File: src/rtl/txds_pkg.sv
package txds_pkg;

  localparam int FLD_W = 6;

  // Writable bits of the control word; everything else reads as zero.
  localparam logic [31:0] CFG_WMASK = 32'h013F_3F3F;

  typedef struct packed {
    logic             unit_desc;  // 1: descriptor units, 0: cache-line units
    logic [FLD_W-1:0] wb_thr;
    logic [FLD_W-1:0] host_thr;
    logic [FLD_W-1:0] pf_thr;
  } txds_cfg_t;

  function automatic txds_cfg_t unpack_cfg(input logic [31:0] w);
    txds_cfg_t c;
    c.pf_thr    = w[5:0];
    c.host_thr  = w[13:8];
    c.wb_thr    = w[21:16];
    c.unit_desc = w[24];
    return c;
  endfunction

  function automatic logic [31:0] pack_cfg(input txds_cfg_t c);
    logic [31:0] w;
    w        = '0;
    w[5:0]   = c.pf_thr;
    w[13:8]  = c.host_thr;
    w[21:16] = c.wb_thr;
    w[24]    = c.unit_desc;
    return w;
  endfunction

  // Smaller of two unsigned values.
  function automatic int unsigned min_u(input int unsigned a, input int unsigned b);
    return (a < b) ? a : b;
  endfunction

  // Host threshold with the at-least-one floor.
  function automatic int unsigned host_need(input int unsigned thr);
    return (thr == 0) ? 1 : thr;
  endfunction

endpackage

File: src/rtl/txds_cfg_reg.sv
module txds_cfg_reg
  import txds_pkg::*;
#(
  parameter int DPL  = 4,
  parameter int TH_W = FLD_W + 3
) (
  input  logic            clk,
  input  logic            rst_n,
  input  logic            wr_en,
  input  logic [31:0]     wr_data,
  output logic [31:0]     rd_data,
  output logic [TH_W-1:0] pf_eff,
  output logic [TH_W-1:0] host_eff,
  output logic [TH_W-1:0] wb_eff
);

  localparam int  LOG_DPL = (DPL > 1) ? $clog2(DPL) : 0;
  localparam bit  DPL_P2  = ((DPL & (DPL - 1)) == 0);

  txds_cfg_t        cfg_q;
  logic [FLD_W-1:0] fld [3];
  logic [TH_W-1:0]  eff [3];

  always_ff @(posedge clk) begin
    if (!rst_n)     cfg_q <= '0;
    else if (wr_en) cfg_q <= unpack_cfg(wr_data);
  end

  assign rd_data = pack_cfg(cfg_q);

  assign fld[0] = cfg_q.pf_thr;
  assign fld[1] = cfg_q.host_thr;
  assign fld[2] = cfg_q.wb_thr;

  for (genvar i = 0; i < 3; i++) begin : g_scale
    if (DPL_P2) begin : g_shift
      assign eff[i] = cfg_q.unit_desc ? TH_W'(fld[i])
                                      : (TH_W'(fld[i]) << LOG_DPL);
    end else begin : g_mult
      assign eff[i] = cfg_q.unit_desc ? TH_W'(fld[i])
                                      : TH_W'(fld[i]) * TH_W'(DPL);
    end
  end

  assign pf_eff   = eff[0];
  assign host_eff = eff[1];
  assign wb_eff   = eff[2];

endmodule

File: src/rtl/txds_fetch_ctl.sv
module txds_fetch_ctl
  import txds_pkg::*;
#(
  parameter int DEPTH  = 64,
  parameter int CNT_W  = 7,
  parameter int HOST_W = 16,
  parameter int TH_W   = 9
) (
  input  logic              clk,
  input  logic              rst_n,
  input  logic              host_add_en,
  input  logic [HOST_W-1:0] host_add_num,
  input  logic              proc_done,
  input  logic              fetch_gnt,
  input  logic              hi_pri_pend,
  input  logic              wb_fire,
  input  logic [CNT_W-1:0]  wb_cnt,
  input  logic [TH_W-1:0]   pf_eff,
  input  logic [TH_W-1:0]   host_eff,
  output logic              fetch_req,
  output logic [CNT_W-1:0]  fetch_num,
  output logic              fetch_fire,
  output logic              fetch_busy,
  output logic              proc_take,
  output logic [CNT_W-1:0]  on_cnt,
  output logic [HOST_W-1:0] host_cnt
);

  logic [CNT_W-1:0] free_slots;
  logic [CNT_W-1:0] fetch_amt;
  logic             ring_low;
  logic             host_ready;
  logic             gnt_take;

  assign free_slots = CNT_W'(DEPTH) - on_cnt - wb_cnt;
  assign fetch_amt  = CNT_W'(min_u(32'(host_cnt), 32'(free_slots)));
  assign ring_low   = 32'(on_cnt) < 32'(pf_eff);
  assign host_ready = 32'(host_cnt) >= host_need(32'(host_eff));
  assign gnt_take   = fetch_gnt && fetch_busy;
  assign proc_take  = proc_done && (on_cnt != '0);

  assign fetch_fire = ring_low && host_ready && (free_slots != '0)
                   && !hi_pri_pend && !fetch_busy && !wb_fire;

  always_ff @(posedge clk) begin
    if (!rst_n) begin
      fetch_req  <= 1'b0;
      fetch_num  <= '0;
      fetch_busy <= 1'b0;
    end else begin
      fetch_req <= fetch_fire;
      if (fetch_fire) begin
        fetch_num  <= fetch_amt;
        fetch_busy <= 1'b1;
      end else if (gnt_take) begin
        fetch_busy <= 1'b0;
      end
    end
  end

  always_ff @(posedge clk) begin
    if (!rst_n) begin
      on_cnt   <= '0;
      host_cnt <= '0;
    end else begin
      on_cnt   <= on_cnt + (gnt_take ? fetch_num : '0)
                         - (proc_take ? CNT_W'(1) : '0);
      host_cnt <= host_cnt + (host_add_en ? host_add_num : '0)
                           - (gnt_take ? HOST_W'(fetch_num) : '0);
    end
  end

endmodule

File: src/rtl/txds_wb_ctl.sv
module txds_wb_ctl #(
  parameter int CNT_W = 7,
  parameter int TH_W  = 9
) (
  input  logic             clk,
  input  logic             rst_n,
  input  logic             proc_take,
  input  logic             flush_req,
  input  logic [TH_W-1:0]  wb_eff,
  output logic             wb_req,
  output logic [CNT_W-1:0] wb_num,
  output logic             wb_fire,
  output logic [CNT_W-1:0] wb_cnt
);

  logic batch_full;
  logic flush_hit;

  assign batch_full = 32'(wb_cnt) > 32'(wb_eff);
  assign flush_hit  = flush_req && (wb_cnt != '0);
  assign wb_fire    = batch_full || flush_hit;

  always_ff @(posedge clk) begin
    if (!rst_n) begin
      wb_req <= 1'b0;
      wb_num <= '0;
      wb_cnt <= '0;
    end else begin
      wb_req <= wb_fire;
      if (wb_fire) wb_num <= wb_cnt;
      wb_cnt <= (wb_fire ? '0 : wb_cnt) + (proc_take ? CNT_W'(1) : '0);
    end
  end

endmodule

File: src/rtl/txdesc_sched.sv
module txdesc_sched
  import txds_pkg::*;
#(
  parameter int DEPTH  = 64,
  parameter int HOST_W = 16,
  parameter int DPL    = 4,
  localparam int CNT_W = $clog2(DEPTH + 1)
) (
  input  logic              clk,
  input  logic              rst_n,
  input  logic              cfg_wr_en,
  input  logic [31:0]       cfg_wr_data,
  output logic [31:0]       cfg_rd_data,
  input  logic              host_add_en,
  input  logic [HOST_W-1:0] host_add_num,
  input  logic              proc_done,
  input  logic              flush_req,
  input  logic              hi_pri_pend,
  input  logic              fetch_gnt,
  output logic              fetch_req,
  output logic [CNT_W-1:0]  fetch_num,
  output logic              wb_req,
  output logic [CNT_W-1:0]  wb_num
);

  localparam int TH_W = FLD_W + ((DPL > 1) ? $clog2(DPL) : 0) + 1;

  logic [TH_W-1:0]   pf_eff, host_eff, wb_eff;
  logic              fetch_fire, fetch_busy, wb_fire, proc_take;
  logic [CNT_W-1:0]  on_cnt, wb_cnt;
  logic [HOST_W-1:0] host_cnt;

  txds_cfg_reg #(.DPL(DPL), .TH_W(TH_W)) u_cfg (
    .clk(clk), .rst_n(rst_n), .wr_en(cfg_wr_en), .wr_data(cfg_wr_data),
    .rd_data(cfg_rd_data), .pf_eff(pf_eff), .host_eff(host_eff), .wb_eff(wb_eff)
  );

  txds_fetch_ctl #(.DEPTH(DEPTH), .CNT_W(CNT_W), .HOST_W(HOST_W), .TH_W(TH_W)) u_fetch (
    .clk(clk), .rst_n(rst_n), .host_add_en(host_add_en), .host_add_num(host_add_num),
    .proc_done(proc_done), .fetch_gnt(fetch_gnt), .hi_pri_pend(hi_pri_pend),
    .wb_fire(wb_fire), .wb_cnt(wb_cnt), .pf_eff(pf_eff), .host_eff(host_eff),
    .fetch_req(fetch_req), .fetch_num(fetch_num), .fetch_fire(fetch_fire),
    .fetch_busy(fetch_busy), .proc_take(proc_take), .on_cnt(on_cnt), .host_cnt(host_cnt)
  );

  txds_wb_ctl #(.CNT_W(CNT_W), .TH_W(TH_W)) u_wb (
    .clk(clk), .rst_n(rst_n), .proc_take(proc_take), .flush_req(flush_req),
    .wb_eff(wb_eff), .wb_req(wb_req), .wb_num(wb_num), .wb_fire(wb_fire), .wb_cnt(wb_cnt)
  );

endmodule

File: config.mk
export PLATFORM = sky130hd
export DESIGN_NAME = txdesc_sched
export DESIGN_NICKNAME = d
export VERILOG_FILES = /design/src/rtl/txds_pkg.sv /design/src/rtl/txds_cfg_reg.sv /design/src/rtl/txds_fetch_ctl.sv /design/src/rtl/txds_wb_ctl.sv /design/src/rtl/txdesc_sched.sv
export SDC_FILE = /design/constraint.sdc
export NUM_CORES = 1
export LEC_CHECK = 0
export CAP_MARGIN = 30
export CELL_PAD_IN_SITES_DETAIL_PLACEMENT = 2
export CELL_PAD_IN_SITES_GLOBAL_PLACEMENT = 2
export CORE_MARGIN = 1.5
export CORE_UTILIZATION = 32
export CTS_BUF_LIST = sky130_fd_sc_hd__clkbuf_8
export DETAILED_ROUTE_END_ITERATION = 12
export PLACE_DENSITY_LB_ADDON = 0.1
export SYNTH_ARGS = -nofsm -noshare
export SYNTH_HDL_FRONTEND = slang
export SYNTH_SLANG_ARGS = --single-unit
File: constraint.sdc
create_clock -name clk -period 3.85 [get_ports clk]
set_input_delay 0.77 -clock clk [delete_from_list [all_inputs] [get_ports clk]]
set_output_delay 0.77 -clock clk [all_outputs]
set_load 0.05 [all_outputs]
**Word-level counts from Yosys, hierarchy flattened**

Cells that the tools add are included.

- Bits in registers: 66
- Input port bits: 56
- Output and inout port bits: 48
- Word-level logic and storage cells: 52

- Add/sub/neg operators: 7
- $lt $le $gt $ge: 4
- Mux-type cells: 12
- Reductions and logical operators: 17

Operators with widths:

| cell | count |
|---|---|
| $mux 8 | 4 |
| $mux 7 | 4 |
| $reduce_bool 7->1 | 3 |
| $add 16x16->16 | 1 |
| $ge 16x8->1 | 1 |
| $lt 16x7->1 | 1 |
| $mux 16 | 1 |
| $sub 16x16->16 | 1 |
| $sub 7x7->7 | 2 |
| $logic_not 9->1 | 1 |
| $gt 7x8->1 | 1 |
| $logic_and 1x1->1 | 8 |
| $lt 7x8->1 | 1 |
| $add 7x1->7 | 1 |
| $add 7x7->7 | 1 |
| $sub 7x7->7 const A | 1 |
| $logic_not 1->1 | 3 |
| $mux 1 | 3 |
| $reduce_bool 2->1 | 1 |
| $logic_or 1x1->1 | 1 |

**Depth between registers and ports, before layout**

Gate-level depths: netlist of the first run.

- Word-level depth: 10
- Depth in mapped cells: 16
- Depth with buffers taken out: 15

**Cells and area by module**

A second synthesis of the first run with hierarchy kept.

- Cell total of the unflattened synthesis: 667
- Area, all modules: 5677.9 um2

Modules (own cells, without submodules):

| module | times used | cells each | area each (um2) | sequential area each (um2) |
|---|---|---|---|---|
| txds_fetch_ctl | 1 | 442 | 3548.4 | 640.6 |
| txds_cfg_reg | 1 | 104 | 1116.1 | 380.4 |
| txds_wb_ctl | 1 | 121 | 1013.5 | 300.3 |

**Worst setup path before layout of the first run**

Ideal clock, no wire load.

- Kind: register to register
- From: register u_cfg.cfg_q, in the netlist u_cfg.rd_data[24]
- To: register u_wb.wb_cnt[6]
- Setup time: 0.115 ns
- Data arrival time: 3.812 ns
- Required time: 3.735 ns
- Slack: -0.078 ns
- Stages on the path, launching flop included: 17
- Path buffers: 3
- Clock period less this slack: 3.928 ns
- Path through: dfxtp_1 > clkbuf_1 > buf_1 > mux2i_1 > ha_1 > a211oi_1 > nor3_1 > a2111oi_0 > o21a_1 > buf_4 > and2_1 > ha_1 > ha_1 > and3_1 > nand3_1 > xor2_1 > nor2_1

- Cells in the longest elaborated chain, start to end: 5

Ends and longest elaborated chain:

| item | RTL line | RTL |
|---|---|---|
| start, declared | txds_cfg_reg.sv:20 | `txds_cfg_t cfg_q;` |
| start signal, assigned | txds_cfg_reg.sv:26 | `else if (wr_en) cfg_q <= unpack_cfg(wr_data);` |
| $mux 8 | txds_cfg_reg.sv:37 | `assign eff[i] = cfg_q.unit_desc ? TH_W'(fld[i])` |
| $gt 7x8->1 | txds_wb_ctl.sv:19 | `assign batch_full = 32'(wb_cnt) > 32'(wb_eff);` |
| $logic_or 1x1->1 | txds_wb_ctl.sv:21 | `assign wb_fire = batch_full \|\| flush_hit;` |
| $mux 7 | txds_wb_ctl.sv:31 | `wb_cnt <= (wb_fire ? '0 : wb_cnt) + (proc_take ? CNT_W'(1) : '0);` |
| $add 7x1->7 | txds_wb_ctl.sv:31 |  |
| end signal, assigned | txds_wb_ctl.sv:31 |  |
| end, declared | txds_wb_ctl.sv:13 | `output logic [CNT_W-1:0] wb_cnt` |

No other way between the ends.
A chain may end at the register's enable or synchronous reset.

**Worst setup path after layout of the first run**

- From: register u_fetch.on_cnt[1]
- To: register u_fetch.fetch_num[0]

- Cells in the longest elaborated chain, start to end: 7
- Elaborated cells on any way between the ends: 11
- Those cells by class: add/sub: 2; order compare: 2; mux: 1; reduce/logical: 6

Ends and longest elaborated chain:

| item | RTL line | RTL |
|---|---|---|
| start, declared | txds_fetch_ctl.sv:25 | `output logic [CNT_W-1:0] on_cnt,` |
| start signal, assigned | txds_fetch_ctl.sv:66 | `on_cnt <= on_cnt + (gnt_take ? fetch_num : '0)` |
| branches (longest 7 deep; another with $lt 16x7->1) | -- |  |
| end signal, assigned | txds_fetch_ctl.sv:53 | `fetch_num <= fetch_amt;` |
| end, declared | txds_fetch_ctl.sv:21 | `output logic [CNT_W-1:0] fetch_num,` |

Several ways; the timed one is not identified.

==> qor.csv, run 1 <==
metric,value,unit
status,finished clean,
clk_latency,0.37,ns
rows,46,
cp_top_family,adder cells,
internal-power,0.00277,W
start_kind,flop,
grt_pass1_wl,25800,um
p_clk_frac,0.144,
critPathKind,reg2reg,
wl_per_cell,17.0,um
utilization,0.418,
maxCapViolations,0,
synth_edf_count,0,
synthXorXnorAreaFrac,0.0360,
cp.depth,16,
nets,840,
swShare,0.457,
syn-cell-area,5110,sq um
die_h,129,um
synth-simple-area-share,0.158,
synth_top_area_share,0.259,
fmax,0.274,GHz
critPathCaptureType,flop,
first_pass_iters,4,
cp_num_buf_inv,3,
hold-path-cell-count,2,
yosysWarnings,0,
avgSynthCellArea,8.59,sq um
cts_buffers,9,
instances_no_fill,920,
grt_start_max_net_pins,37,
grt_overflow,0,
antenna_found_initial,0,
fin_crit,3.65,ns
clock_tree.root_cell,clkbuf_8,
arrival,3.88,ns
ys_seq_area_frac,0.259,
path_max_fanout,5,
synth_mux_area_frac,0.107,
powerDensity,775,nW/um^2
crit_chain,ha_1 > inv_1 > ha_1 > fa_1 > a21o_1 > a21oi_2 > xor2_2 > ha_4 > nand2_1 > nor4_1 > buf_4 > a2111oi_4 > buf_6 > mux2_4 > nand2_1 > mux2i_1,
tns,0,ns
slowest_delay,0.43,ns
route.detailed.drc,0,
clkTransAtPathRegs,0.08,ns
gp_congestion,0.786,
fillers,1751,
die_area,16700,sq um
hold_ws,0.486,ns
grt_pass1_vias,5123,
power_frac_seq,0.200,
antenna_left,0,
synth-compound-area-share,0.121,
synth_adder_area_share,0.221,
synth.distinct_cells,49,
worstMarginPinSlew,0.637,ns
dp.final_hpwl,12700,um
maxSlewViolCount,0,
io_pins,104,
initial_core_util,0.325,
ys_ff_latch,66,
postCtsSetupRepairBufs,0,
routed_via_density,4.83,
num_vias,4441,
cts_tree,yes,
areaGrowthSynthToFinish,28.6,%
fin_crit_sh,0.947,
p_total,0.00509,W
layout-drive-gt1-share,0.0923,
synthArstFlopShare,0,
hold_viol,0,
clock-skew-final,0.0101,ns
crit_required,4.09,ns
hold_class,reg2reg,
slew_headroom,0.574,
die_w,129,um
clockBufferDepth,2,
syn_inst,595,
h-tree-depth,3,
coreArea,15700,sq um
antenna_cells,0,
port_buffers,77,
setup_viol,0,
p_leak,3.10,nW
p_comb_frac,0.656,
p_switching,0.00233,W
irDropWorstVdd,0.378,mV
netlist_top_cells_area,"dfxtp_1, ha_1, mux2i_1",
synth_top_family_by_area,adder cells,
place_inst,903,
grt_use_total,0.201,
clock-sinks,66,
yosys.area.top_type,dfxtp_1,
routed_wl,15600,um
ys.flop_type,dfxtp_1,
critical-path-slowest-cell,a2111oi_4,
drtIter0Drc,92,
worstRegToRegCells,16,
[synth_stat cells (6+ instances only)]
master / number
inv_1: 86
ha_1: 76
dfxtp_1: 66
nor2_1: 56
mux2i_1: 53
nand2_1: 49
a21oi_1: 19
a21o_1: 16
buf_4: 15
nor3_1: 11
o21ai_0: 11
xnor2_1: 11
and2_1: 10
clkbuf_1: 10
xor2_1: 10
fa_1: 9
nand2b_1: 9
nand3_1: 6
nand4_1: 6
nor2b_1: 6
o21a_1: 6
[metal layers]
| metal | track usage | share of wire | wire length (um) |
|---|---|---|---|
| met5 | 0 | 0 | 0 |
| met4 | 0.0740 | 0.018 | 288 |
| met3 | 0.0248 | 0.018 | 277 |
| met2 | 0.395 | 0.56 | 8710 |
| met1 | 0.219 | 0.41 | 6380 |
[worst min-delay path: cells and delay by family, from the launching register on]
family	cells	cell delay (ns)
mux	1	0.06
flops	1	0.33
simple gates	1	0.05
[power by group through the flow]
stage	Sequential, W	Clock [W]	Combinational, W
after CTS	0.00102	0.000761	0.00329
after global routing	0.00104	0.000782	0.00378
after detailed placement	0.00104	0	0.00324
after floorplan	0.00112	0	0.00210
after global placement	0.00103	0	0.00306
final	0.00102	0.000734	0.00334
[cells by family after synthesis]
| family | Yosys count |
|---|---|
| simple gates | 168 |
| buf+inv | 115 |
| fa+ha+maj | 85 |
| compound gates | 85 |
| flops | 66 |
| mux | 54 |
| xor+xnor | 21 |
| other cells | 1 |
[stage by stage]
step                      instance area [sq um]  worst slack, ns
after floorplan                            5160           0.0828
after global placement                     6270          -0.0936
after detailed placement                   6280           -0.139
after CTS                                  6510           0.0793
after global routing                       6570         -0.00514
final                                      6570            0.204
[sequential cells by signal, summed over array words and instances (netlist names)]
name,count
u_cfg.rd_data,19
u_fetch.fetch_busy,1
u_fetch.fetch_num,7
u_fetch.fetch_req,1
u_fetch.host_cnt,16
u_fetch.on_cnt,7
u_wb.wb_cnt,7
u_wb.wb_num,7
u_wb.wb_req,1
[layout by cell type, fill, tap and decap left out, types with 10 or more instances in the layout]
cell	count
a21o_1	16
a21oi_1	16
and2_1	10
buf_4	29
clkdlybuf4s50_1	77
conb_1	13
dfxtp_1	65
ha_1	75
inv_1	87
mux2i_1	53
nand2_1	49
nor2_1	56
nor3_1	11
o21ai_0	11
xnor2_1	10
[final cells by class]
type | instances | area (sq um) | area share
inverter | 86 | 323 | 0.0491
timing repair buffer | 110 | 1040 | 0.158
clock inverter | 7 | 109 | 0.0166
sequential | 66 | 1320 | 0.201
clock buffer | 9 | 124 | 0.0189
multi-input combinational | 426 | 3380 | 0.515
tap | 216 | 270 | 0.0411
[path summary, 6_finish.rpt]
path	from	endpoint	slack, ns
worst max-delay path	u_fetch.on_cnt[1]	u_fetch.fetch_num[0]	0.20
worst min-delay path	u_fetch.fetch_num[4]	u_fetch.fetch_num[4]	0.49
worst max register to register	u_fetch.on_cnt[1]	u_fetch.fetch_num[0]	0.20
worst min register to register	u_fetch.fetch_num[4]	u_fetch.fetch_num[4]	0.49
[timing repair]
action,CTS,global route
gates resized for setup,0,10
hold buffers,0,0
endpoints found under the setup margin,0,8
No activity file was read; power rests on OpenSTA's default activity.
==> run 2: changes to the inputs <==
- SLEW_MARGIN: unset -> 20
==> results of run 2 <==
The final DEF is identical to that of run 1; final timing and power are the same.
==> run 3: changes to the inputs <==
- CAP_MARGIN: 30 -> 20
==> run 3 against run 2 <==
Compared with the run above:
- wire length rose by 0.98%
- core utilization shrank 0.25 points
- setup slack got worse by 0.023 ns
- sequential power hardly changed
- die area stayed put
- via count down 0.38%
- hold slack worse by 0.0017 ns
- first-iteration DRC count is 16% lower
- clock power barely moved
- cell count decreased by 0.11%
- register-to-register slack got worse by 0.02 ns
- critical path type unchanged
- critical endpoint unchanged
- highest routed layer unchanged
==> qor.csv, run 3 (synthesis results as in run 1) <==
metric,value,unit,change
antenna_left,0,,unchanged
maxSlewViolCount,0,,unchanged
fin_crit_sh,0.953,,+0.00595
fmax,0.273,GHz,-0.62%
route.detailed.drc,0,,unchanged
grt_use_total,0.199,,-0.00212
clock_tree.root_cell,clkbuf_8,,
rows,46,,unchanged
slew_headroom,0.571,,-0.00281
grt_pass1_vias,5101,,-0.43%
routed_wl,15800,um,+0.98%
io_pins,104,,unchanged
h-tree-depth,3,,unchanged
critPathKind,reg2reg,,
areaGrowthSynthToFinish,27.8,%,
setup_viol,0,,unchanged
cp_top_family,adder cells,,
layout.cells.most_common_list,"inv_1, ha_1, clkdlybuf4s50_1",,
clock-skew-final,0.0136,ns,+0.00349 ns
die_w,129,um,unchanged
p_total,0.00507,W,-0.37%
place_inst,902,,-0.11%
instances_no_fill,919,,-0.11%
multi_input_area,3360,sq um,-0.59%
path_max_fanout,8,,+3
timing.critical_path.mode_cell,ha_1,,
coreArea,15700,sq um,unchanged
layout-drive-gt1-share,0.0868,,-0.00556
cts_tree,yes,,
clk_latency,0.36,ns,about the same
swShare,0.461,,+0.00381
utilization,0.416,,-0.00247
crit_required,4.07,ns,-0.02 ns
cp_num_buf_inv,3,,unchanged
irDropWorstVdd,0.385,mV,+1.9%
p_comb_frac,0.655,,about the same
cts_buffers,9,,unchanged
seqCellArea,1320,sq um,about the same
hold_class,reg2reg,,
critPathCaptureType,flop,,
power_frac_seq,0.200,,about the same
antenna_found_initial,0,,unchanged
critical-path-slowest-cell,fa_1,,
port_buffers,77,,unchanged
start_kind,flop,,
antenna_cells,0,,unchanged
grt_pass1_wl,25800,um,-0.22%
setup_ws,0.181,ns,-0.0229 ns
first_pass_iters,4,,unchanged
crit_chain,ha_1 > inv_1 > ha_1 > fa_1 > a21o_1 > a21oi_2 > xor2_2 > ha_1 > nand2_1 > nor4_1 > buf_4 > a2111oi_4 > buf_6 > mux2_4 > nand2_1 > mux2i_1,,
place_ws,-0.141,ns,-0.00117 ns
worstMarginPinSlew,0.641,ns,+0.00420 ns
num_vias,4424,,-0.38%
fillers,1729,,-1.3%
hold_viol,0,,unchanged
layout_commonest_cell,inv_1,,
gp_congestion,0.786,,unchanged
largest_register_ffs,19,,unchanged
clkTransAtPathRegs,0.08,ns,about the same
slowest_delay,0.40,ns,-0.03 ns
clockBufferDepth,2,,unchanged
internal-power,0.00274,W,-1.1%
p_clk_frac,0.145,,about the same
arrival,3.89,ns,about the same
routed_via_density,4.81,,-0.27%
maxCapViolations,0,,unchanged
nets,839,,-0.12%
p_leak,3.09,nW,-0.26%
dp.final_hpwl,12700,um,-0.46%
drtIter0Drc,77,,-16%
wl_per_cell,17.2,um,+1.1%
fin_crit,3.67,ns,+0.0229 ns
powerDensity,777,nW/um^2,+0.22%
p_switching,0.00234,W,+0.46%
die_h,129,um,unchanged
initial_core_util,0.325,,unchanged
grt_start_max_net_pins,37,,unchanged
postCtsHoldBufs,0,,unchanged
status,finished clean,,
die_area,16700,sq um,unchanged
clock-sinks,66,,unchanged
grt_overflow,0,,unchanged
run 3: changes by cell type in the layout (fill, tap and decap cells not counted):
cell,previous run,this run
buf_4,29,30
a21oi_2,3,1
dfxtp_2,1,0
clkdlybuf4s50_1,77,76
buf_8,1,0
dfxtp_1,65,66
ha_4,1,0
ha_1,75,76
a21oi_1,16,18
run 3: area by class of cell:
| cell class | count | share of cell area |
|---|---|---|
| well taps | 216 | 0.0414 |
| multi-input cells | 426 | 0.515 |
| repair buffers | 109 | 0.157 |
| flip-flops and latches | 66 | 0.202 |
| inverters | 86 | 0.0494 |
| clock inverters | 7 | 0.0167 |
| clock buffers | 9 | 0.0190 |
run 3: power by group through the flow:
stage               Clock [W]  Sequential, W  Combinational (W)
finish               0.000735        0.00102            0.00332
detailed placement          0        0.00104            0.00324
CTS                  0.000758        0.00103            0.00331
global placement            0        0.00103            0.00306
floorplan                   0        0.00112            0.00210
global route         0.000776        0.00104            0.00373
run 3: timing repair:
action / CTS / global route
hold endpoints to repair: 0 / 0
gates resized for setup: 0 / 6
setup endpoints to repair: 0 / 8
setup buffers: 0 / 1
run 3: final timing paths:
check                                          start              endpoint  slack [ns]  depth (start not counted)
worst min-delay path            u_fetch.fetch_num[4]  u_fetch.fetch_num[4]        0.48                          2
worst min register to register  u_fetch.fetch_num[4]  u_fetch.fetch_num[4]        0.48                          2
worst max register to register     u_fetch.on_cnt[1]  u_fetch.fetch_num[0]        0.18                         16
worst max-delay path               u_fetch.on_cnt[1]  u_fetch.fetch_num[0]        0.18                         16
run 3: per-stage QoR:
stage | TNS, ns | area (sq um) | hold slack (ns)
floorplan | 0 | 5160 | 0.466
global placement | -0.261 | 6270 | 0.471
detailed placement | -0.476 | 6270 | 0.477
CTS | 0 | 6500 | 0.489
global route | -0.00200 | 6530 | 0.516
finish | 0 | 6530 | 0.485
run 3: routing by layer:
| metal | GRT usage | part of all wire | vias up |
|---|---|---|---|
| met5 | 0 | 0 | - |
| met4 | 0.0588 | 0.013 | 0 |
| met3 | 0.0235 | 0.014 | 14 |
| met2 | 0.399 | 0.56 | 34 |
| met1 | 0.217 | 0.41 | 2198 |
| li1 | - | - | 2178 |
run 3: worst min-delay path, cell delays in order (launching register included):
cell and delay [ns]:
dfxtp_1 0.33, nand2_1 0.06, mux2i_1 0.06
